[config.mk]
export PLATFORM = sky130hd
export DESIGN_NAME = ling_adder
export DESIGN_NICKNAME = d
export VERILOG_FILES = /design/src/rtl/ling_pkg.sv /design/src/rtl/ling_pre.sv /design/src/rtl/ling_group.sv /design/src/rtl/ling_adder.sv
export SDC_FILE = /design/constraint.sdc
export NUM_CORES = 1
export LEC_CHECK = 0
export CAP_MARGIN = 20
export CORE_UTILIZATION = 40
export CTS_BUF_LIST = sky130_fd_sc_hd__clkbuf_4
export DETAILED_ROUTE_END_ITERATION = 7
export GPL_ROUTABILITY_DRIVEN = 1
export PLACE_DENSITY_LB_ADDON = 0.1
export SETUP_SLACK_MARGIN = 0.05
export SYNTH_ARGS = -nofsm -noshare
export SYNTH_HDL_FRONTEND = slang
export SYNTH_SLANG_ARGS = --single-unit
[constraint.sdc]
create_clock -name clk_i -period 3.1 [get_ports clk_i]
set_clock_uncertainty 0.05 [all_clocks]
set_input_delay 0.62 -clock clk_i [delete_from_list [all_inputs] [get_ports clk_i]]
set_output_delay 0.62 -clock clk_i [all_outputs]
set_load 0.01 [all_outputs]
[src/rtl/ling_pkg.sv]
package ling_pkg;

    // Bits per lookahead group.
    localparam int unsigned GRP_BITS = 4;

    // Per-group generate and transmit terms handed to one group slice.
    typedef struct packed {
        logic [GRP_BITS-1:0] g;
        logic [GRP_BITS-1:0] t;
    } grp_sig_t;

endpackage

[src/rtl/ling_pre.sv]
module ling_pre #(
    parameter int unsigned WIDTH = 32
) (
    input  logic [WIDTH-1:0] a_i,
    input  logic [WIDTH-1:0] b_i,
    output logic [WIDTH-1:0] gen_o,
    output logic [WIDTH-1:0] trn_o,
    output logic [WIDTH-1:0] prp_o
);

    for (genvar i = 0; i < WIDTH; i++) begin : g_bit
        assign gen_o[i] = a_i[i] & b_i[i];
        assign trn_o[i] = a_i[i] | b_i[i];
        assign prp_o[i] = a_i[i] ^ b_i[i];
    end

endmodule

[src/rtl/ling_group.sv]
module ling_group
    import ling_pkg::*;
(
    input  grp_sig_t            sig_i,
    input  logic                t_below_i,  // transmit of the bit under this group
    input  logic                h_base_i,   // pseudo-carry at the group's lowest bit
    output logic [GRP_BITS-1:0] carry_o,    // true carries into the four bits
    output logic                h_top_o     // pseudo-carry into the next group
);

    logic [GRP_BITS:1]   h;
    logic [GRP_BITS-1:0] g;
    logic [GRP_BITS-1:0] t;
    logic                base;

    assign g    = sig_i.g;
    assign t    = sig_i.t;
    assign base = t_below_i & h_base_i;

    // Flattened pseudo-carry lookahead; every term reaches back to the base.
    always_comb begin
        h[1] = g[0] | base;
        h[2] = g[1] | (t[0] & g[0]) | (t[0] & base);
        h[3] = g[2] | (t[1] & g[1]) | (t[1] & t[0] & g[0])
             | (t[1] & t[0] & base);
        h[4] = g[3] | g[2] | (t[2] & g[1]) | (t[2] & t[1] & g[0])
             | (t[2] & t[1] & t[0] & base);
    end

    // Recover true carries: transmit of the bit below AND pseudo-carry.
    always_comb begin
        carry_o[0] = base;
        for (int k = 1; k < GRP_BITS; k++) begin
            carry_o[k] = t[k-1] & h[k];
        end
    end

    assign h_top_o = h[GRP_BITS];

endmodule

[src/rtl/ling_adder.sv]
module ling_adder
    import ling_pkg::*;
#(
    parameter int unsigned WIDTH = 32,   // multiple of GRP_BITS
    parameter bit          PIPE  = 1'b1  // 1: registered outputs
) (
    input  logic             clk_i,
    input  logic             rst_i,
    input  logic [WIDTH-1:0] a_i,
    input  logic [WIDTH-1:0] b_i,
    input  logic             cin_i,
    output logic [WIDTH-1:0] sum_o,
    output logic             cout_o,
    output logic             ovf_o
);

    localparam int unsigned NGRP = WIDTH / GRP_BITS;

    typedef struct packed {
        logic [WIDTH-1:0] sum;
        logic             cout;
        logic             ovf;
    } res_t;

    logic [WIDTH-1:0] gen;
    logic [WIDTH-1:0] trn;
    logic [WIDTH-1:0] prp;
    logic [WIDTH-1:0] carry;
    logic [NGRP:0]    h_chain;
    logic [NGRP-1:0]  t_below;
    logic             c_top;
    res_t             res_d;
    res_t             res_q;

    ling_pre #(.WIDTH(WIDTH)) i_pre (
        .a_i   (a_i),
        .b_i   (b_i),
        .gen_o (gen),
        .trn_o (trn),
        .prp_o (prp)
    );

    // Carry-in acts as a generate below bit 0 whose transmit is forced high.
    assign h_chain[0] = cin_i;

    for (genvar j = 0; j < NGRP; j++) begin : g_grp
        grp_sig_t sig;
        assign sig.g = gen[j*GRP_BITS +: GRP_BITS];
        assign sig.t = trn[j*GRP_BITS +: GRP_BITS];
        if (j == 0) begin : g_low
            assign t_below[j] = 1'b1;
        end else begin : g_up
            assign t_below[j] = trn[j*GRP_BITS-1];
        end
        ling_group i_group (
            .sig_i     (sig),
            .t_below_i (t_below[j]),
            .h_base_i  (h_chain[j]),
            .carry_o   (carry[j*GRP_BITS +: GRP_BITS]),
            .h_top_o   (h_chain[j+1])
        );
    end

    assign c_top = trn[WIDTH-1] & h_chain[NGRP];

    always_comb begin
        res_d      = '0;
        res_d.sum  = prp ^ carry;
        res_d.cout = c_top;
        res_d.ovf  = c_top ^ carry[WIDTH-1];
    end

    if (PIPE) begin : g_reg
        always_ff @(posedge clk_i) begin
            if (rst_i) res_q <= '0;
            else       res_q <= res_d;
        end
    end else begin : g_comb
        assign res_q = res_d;
    end

    assign sum_o  = res_q.sum;
    assign cout_o = res_q.cout;
    assign ovf_o  = res_q.ovf;

    // ---------------- checks ----------------
    logic [WIDTH:0] rip;
    logic [WIDTH:0] ref_full;

    always_comb begin
        rip[0] = cin_i;
        for (int i = 0; i < WIDTH; i++) begin
            rip[i+1] = gen[i] | (trn[i] & rip[i]);
        end
    end

    assign ref_full = {1'b0, a_i} + {1'b0, b_i} + {{WIDTH{1'b0}}, cin_i};

    // recovered pseudo-carry carries agree with the ripple recurrence.
    p_carry_match_r4: assert property (@(posedge clk_i) disable iff (rst_i)
        {c_top, carry} == rip);

    if (PIPE) begin : g_chk
        // registered sum follows the arithmetic sum one edge later.
        p_sum_r1: assert property (@(posedge clk_i) disable iff (rst_i)
            !rst_i |=> sum_o == $past(ref_full[WIDTH-1:0]));
        // carry-out is the top bit of the extended sum.
        p_cout_r2: assert property (@(posedge clk_i) disable iff (rst_i)
            !rst_i |=> cout_o == $past(ref_full[WIDTH]));
        // overflow only when same-signed operands give a differing sign.
        p_ovf_r3: assert property (@(posedge clk_i) disable iff (rst_i)
            !rst_i |=> ovf_o == $past((a_i[WIDTH-1] == b_i[WIDTH-1])
                                   && (ref_full[WIDTH-1] != a_i[WIDTH-1])));
        // zero operands pass the carry-in straight to the sum.
        p_cin_only_r5: assert property (@(posedge clk_i) disable iff (rst_i)
            (a_i == '0 && b_i == '0) |=> (sum_o == WIDTH'($past(cin_i)) && !cout_o));
    end

endmodule

==> impl_metrics.ini, run 1 <==
[global_route]
grt_pass1_vias = 3191
track_usage = 0.195
grt_max_degree = 27
antenna_found_initial = 0
grt_pass1_wl_mm = 13.6
gr-total-overflow = 0

[sta]
fmax_mhz = 336
drv_slew = 0
relSlewSlack = 0.712
setup_viol = 0
postLayoutSetupSlackWorst_ns = 0.122
rsz0062_at_grt = yes
finalCritPeriodShare = 0.961
min_period_ns = 2.98
hold_viol_final = 0
tightest_slew_ns = 0.431

[worst_setup_path]
cp_max_fo = 4
crit_path_top_delay_cell = or4_4
cp-end-kind = flop
start_kind = input port
worstSetupPathType = in2reg
crit_arrival_ns = 3.17
crit_required_ns = 3.29
slowest_delay_ns = 0.50
crit_chain = clkdlybuf4s50_1 -> inv_1 -> ha_1 -> or4_4 -> or3_4 -> a21oi_4 -> o31a_2 -> fa_1 -> nor2b_1

[cells_and_area]
fin_util = 0.656
final_nets = 714
antenna_cells = 0
area_growth_pct = 54.9
drive_above_1_share = 0.206

[clock_network]
h-tree-depth = 2
numCtsBuffers = 5
cts_tree = done
clkSinkCount = 34
ctsLongestPathBuffers = 2
cts_root_buffer = clkbuf_4
cts.reportedPaths.clkPinSlew_ns = 0.12

[hold_path]
hold_depth = 2
hold_class = in2reg

[drt]
drtIter0Drc = 92
wl_per_cell_um = 12.0
drt_wl_total_mm = 8.06
drc = 0
ant_nets = 0
drt_pass1_iterations = 4
via_per_inst = 4.76
vias = 3205

[power]
p_total_mw = 1.51
p_comb_frac = 0.490
power_density_nw_per_um2 = 291
intPower_mw = 1.01
swShare = 0.327
pwr-share-clk = 0.170
ir_drop_uv = 181
p_leak_nw = 2.60
switchingPower_mw = 0.494
p_seq_frac = 0.340

[placed_design]
place.gp.congestion = 0.828
place_hpwl_mm = 6.67
io_buffers = 100
dp_slack_ns = -0.404

[logic_synthesis]
syn-cell-area_um2 = 3340
synth-edff-count = 0
syn_nets = 536
synthDistinctLibCells = 57
synth_flop_cell = dfxtp_1
avgSynthCellArea_um2 = 8.50
ys_ff_latch = 34
yosysWarnings = 0
syn_inst = 393
ys_seq_area_frac = 0.204
ys_async_sr_fraction = 0

[die]
die_h_um = 93.4
num_rows = 32
die_area_um2 = 8720
die_w_um = 93.4
initial_utilization = 0.424
ioPinCount = 101
coreArea_um2 = 7890

[outcome]
outcome = finished, final reports clean

[job]
drv_cap = 0
-- registers in the layout, summed over array words and instances, names as in the netlist --
register and flops:
ovf_o 1, cout_o 1, sum_o 32
-- final timing paths --
| kind | endpoint | slack, ns | from |
|---|---|---|---|
| max | sum_o[28]$_SDFF_PP0_ | 0.12 | a_i[23] |
| min | sum_o[0]$_SDFF_PP0_ | 0.60 | rst_i |
-- per-layer routing --
| layer | global-route usage | part of all wire | vias up |
|---|---|---|---|
| li1 | - | - | 1664 |
| met3 | 0.0301 | 0.047 | 9 |
| met4 | 0.0615 | 0.013 | 0 |
| met5 | 0 | 0 | - |
| met1 | 0.236 | 0.45 | 1451 |
| met2 | 0.350 | 0.49 | 81 |
-- stage by stage --
step                instance area [µm²]  hold slack (ns)  setup TNS [ns]  std cells
floorplan                          3340            0.786               0        393
global placement                   4980            0.946           -4.62        663
detailed placement                 4980            0.960           -5.43        663
CTS                                5070            0.599               0        672
global route                       5170            0.600               0        674
finish                             5170            0.596               0        674
-- cell families after synthesis --
group	count (synthesis)	share of synthesized area
compound gates	64	0.160
mux	8	0.0277
simple gates	123	0.186
xor+xnor	12	0.0315
fa+ha+maj	76	0.303
buf+inv	76	0.0884
flops	34	0.204
-- layout make-up --
class	count	area, µm²
fill	681	2710
multi-input combinational	283	2470
timing repair buffer	175	1580
sequential	34	681
inverter	72	270
tap	102	128
clock buffer	6	45.0
clock inverter	2	8.76
-- placed cells by master, fill, tap and decap left out, drive strengths merged, types with 2 or more instances in the layout --
cell / instances
a2111oi: 5
a211o: 3
a211oi: 8
a21o: 2
a21oi: 12
a31oi: 4
and2: 2
and3: 2
buf: 76
clkbuf: 6
clkdlybuf4s50: 89
clkinv: 2
dfxtp: 34
dlygate4sd2: 2
dlymetal6s2s: 8
fa: 8
ha: 68
inv: 72
mux2: 7
nand2: 6
nand2b: 7
nor2: 60
nor2b: 11
nor3: 11
nor3b: 4
nor4: 4
o211ai: 2
o21ai: 6
o21bai: 4
o221ai: 2
o22ai: 2
o311ai: 2
o31ai: 3
or2: 3
or3: 8
xnor2: 5
xor2: 7
-- power by group through the flow --
stage               registers (mW)  logic, mW  clock network [mW]
global route                 0.519      0.817               0.287
finish                       0.513      0.738               0.256
detailed placement           0.524      0.720                   0
CTS                          0.514      0.731               0.274
floorplan                    0.555      0.320                   0
global placement             0.523      0.709                   0
-- critical path, delay by kind of cell --
kind / cells / cell delay, ns
AND/OR/NAND/NOR: 3 / 1.04
adder cells (fa/ha/maj): 2 / 0.62
buffers and inverters: 2 / 0.53
AO/OA/AOI/OAI: 2 / 0.35
-- timing repair --
action,CTS,global route
buffers inserted,1,2
hold buffers,0,0
hold endpoints to repair,0,0
pin swaps,4,15
gates resized for setup,9,24
endpoints found under the setup margin,5,13
-- synthesized netlist by cell type (5+ instances only) --
master / instances / share of area
inv_1: 72 / 0.081
ha_1: 68 / 0.25
nor2_1: 60 / 0.067
dfxtp_1: 34 / 0.20
a21oi_1: 11 / 0.016
nor2b_1: 11 / 0.021
nor3_1: 11 / 0.016
fa_1: 8 / 0.048
a211oi_1: 7 / 0.016
nand2b_1: 7 / 0.013
xor2_1: 7 / 0.018
nand2_1: 6 / 0.0067
o21ai_0: 5 / 0.0075
or3_1: 5 / 0.0094
xnor2_1: 5 / 0.013
No activity file was read; power rests on OpenSTA's default activity.
==> inputs of run 2 (changes only) <==
Settings changed: TNS_END_PERCENT set to 5.
==> run 2 against run 1 <==
Against the previous run:
- via count rose by 0.25%
- clock power about the same
- cell area is 0.31% lower
- sequential cell count stayed put
- largest power group unchanged
==> impl_metrics.ini, run 2 (synthesized netlist as in run 1, its figures left out) <==
[outcome]
outcome = finished, final reports clean

[clock_network]
holdBufCountCts = 0
ctsLongestPathBuffers = 2
h-tree-depth = 2
clkSinkCount = 34
cts.reportedPaths.clkPinSlew_ns = 0.11
cts_tree = done
numCtsBuffers = 5
cts_root_buffer = clkbuf_4

[global_route]
antenna_found_initial = 0
grt_pass1_wl_mm = 13.6
grt_max_degree = 27
gr-total-overflow = 0
track_usage = 0.195
grt_pass1_vias = 3192

[sta]
setup_viol = 0
finalCritPeriodShare = 0.961
tightest_slew_ns = 0.450
postLayoutSetupSlackWorst_ns = 0.120
rsz0062_at_grt = yes
relSlewSlack = 0.699
fmax_mhz = 336
hold_viol_final = 0
min_period_ns = 2.98
drv_slew = 0

[cells_and_area]
mostFrequentLayoutCells = 91 x clkdlybuf4s50_1, 75 x buf_4, 70 x inv_1, 61 x ha_1, 60 x nor2_1
regArea_um2 = 681
fillCellCount = 688
design_area_um2 = 5160
fin_util = 0.654
largest_register_ff_count = 32
final_nets = 714
final_cells = 674
antenna_cells = 0
area_growth_pct = 54.4
drive_above_1_share = 0.206
multi_input_area_um2 = 2450
final_common_cell = clkdlybuf4s50_1

[power]
p_total_mw = 1.51
p_leak_nw = 2.58
ir_drop_uv = 181
power_density_nw_per_um2 = 292

[placed_design]
io_buffers = 100
dp_slack_ns = -0.404
dp.cells = 663
place.gp.congestion = 0.828
place_hpwl_mm = 6.67
placed_area_um2 = 4980

[die]
num_rows = 32
ioPinCount = 101
initial_utilization = 0.424
die_h_um = 93.4
coreArea_um2 = 7890
die_area_um2 = 8720
die_w_um = 93.4

[worst_setup_path]
worstSetupPathType = in2reg
crit_arrival_ns = 3.17
crit_required_ns = 3.29
start_kind = input port
crit_chain = clkdlybuf4s50_1 -> inv_1 -> ha_1 -> or4_4 -> or3_4 -> a21oi_4 -> o31a_2 -> fa_1 -> nor2b_1
cp-end-kind = flop
slowest_delay_ns = 0.50
cp_max_fo = 4
crit_path_top_delay_cell = or4_4

[drt]
drt_pass1_iterations = 4
via_per_inst = 4.77
drc = 0
wl_per_cell_um = 12.0
drt_wl_total_mm = 8.07
drtIter0Drc = 85
vias = 3213
ant_nets = 0

[job]
drv_cap = 0

[hold_path]
hold_class = in2reg
hold_depth = 2
-- run 2: changes by cell type in the layout (fill, tap and decap cells not counted), sizes merged --
cell / previous run / this run
dlygate4sd2: 2 / 1
dlymetal6s2s: 8 / 7
clkdlybuf4s50: 89 / 91
-- run 2: final cells by class --
class / instances / area share
multi-input combinational: 283 / 0.475
clock inverter: 2 / 0.00170
tap: 102 / 0.0247
clock buffer: 6 / 0.00873
inverter: 72 / 0.0524
sequential: 34 / 0.132
timing repair buffer: 175 / 0.305
-- run 2: final timing paths --
path              endpoint  slack, ns     from
max   sum_o[28]$_SDFF_PP0_       0.12  a_i[23]
min    sum_o[0]$_SDFF_PP0_       0.60    rst_i
-- run 2: per-stage QoR --
step                      TNS, ns  hold WS (ns)
final                           0         0.597
after global routing            0         0.600
after CTS                       0         0.599
after detailed placement    -5.43         0.960
after global placement      -4.62         0.946
after floorplan                 0         0.786
-- run 2: power breakdown --
group,internal (mW),switching (mW),leakage [nW]
logic,0.422,0.315,2.26
clock network,0.0940,0.163,0.0331
registers,0.497,0.0160,0.283
total,1.01,0.493,2.58
-- run 2: timing repair --
action,4_1_cts,5_1_grt
endpoints found under the hold margin,0,0
pin swaps,3,15
setup endpoints to repair,5,18
gates resized for setup,6,24
buffers inserted,1,2
-- run 2: routing by layer --
metal	part of all wire	vias to the layer above	global-route usage
met5	0	-	0
met4	0.013	0	0.0615
met3	0.046	9	0.0301
met2	0.49	80	0.350
met1	0.45	1459	0.236
li1	-	1665	-
-- run 2: critical path, delay by kind of cell --
| kind | cells | cell delay [ns] |
|---|---|---|
| adders and majority gates | 2 | 0.62 |
| and+or+nand+nor | 3 | 1.04 |
| buffers and inverters | 2 | 0.53 |
| AOI/OAI and AO/OA | 2 | 0.36 |
==> inputs of run 3 (changes only) <==
Settings changed: CTS_CLUSTER_DIAMETER set to 40.
==> results of run 3 <==
Same layout as run 2: the final DEF is identical, and so are final timing and power.
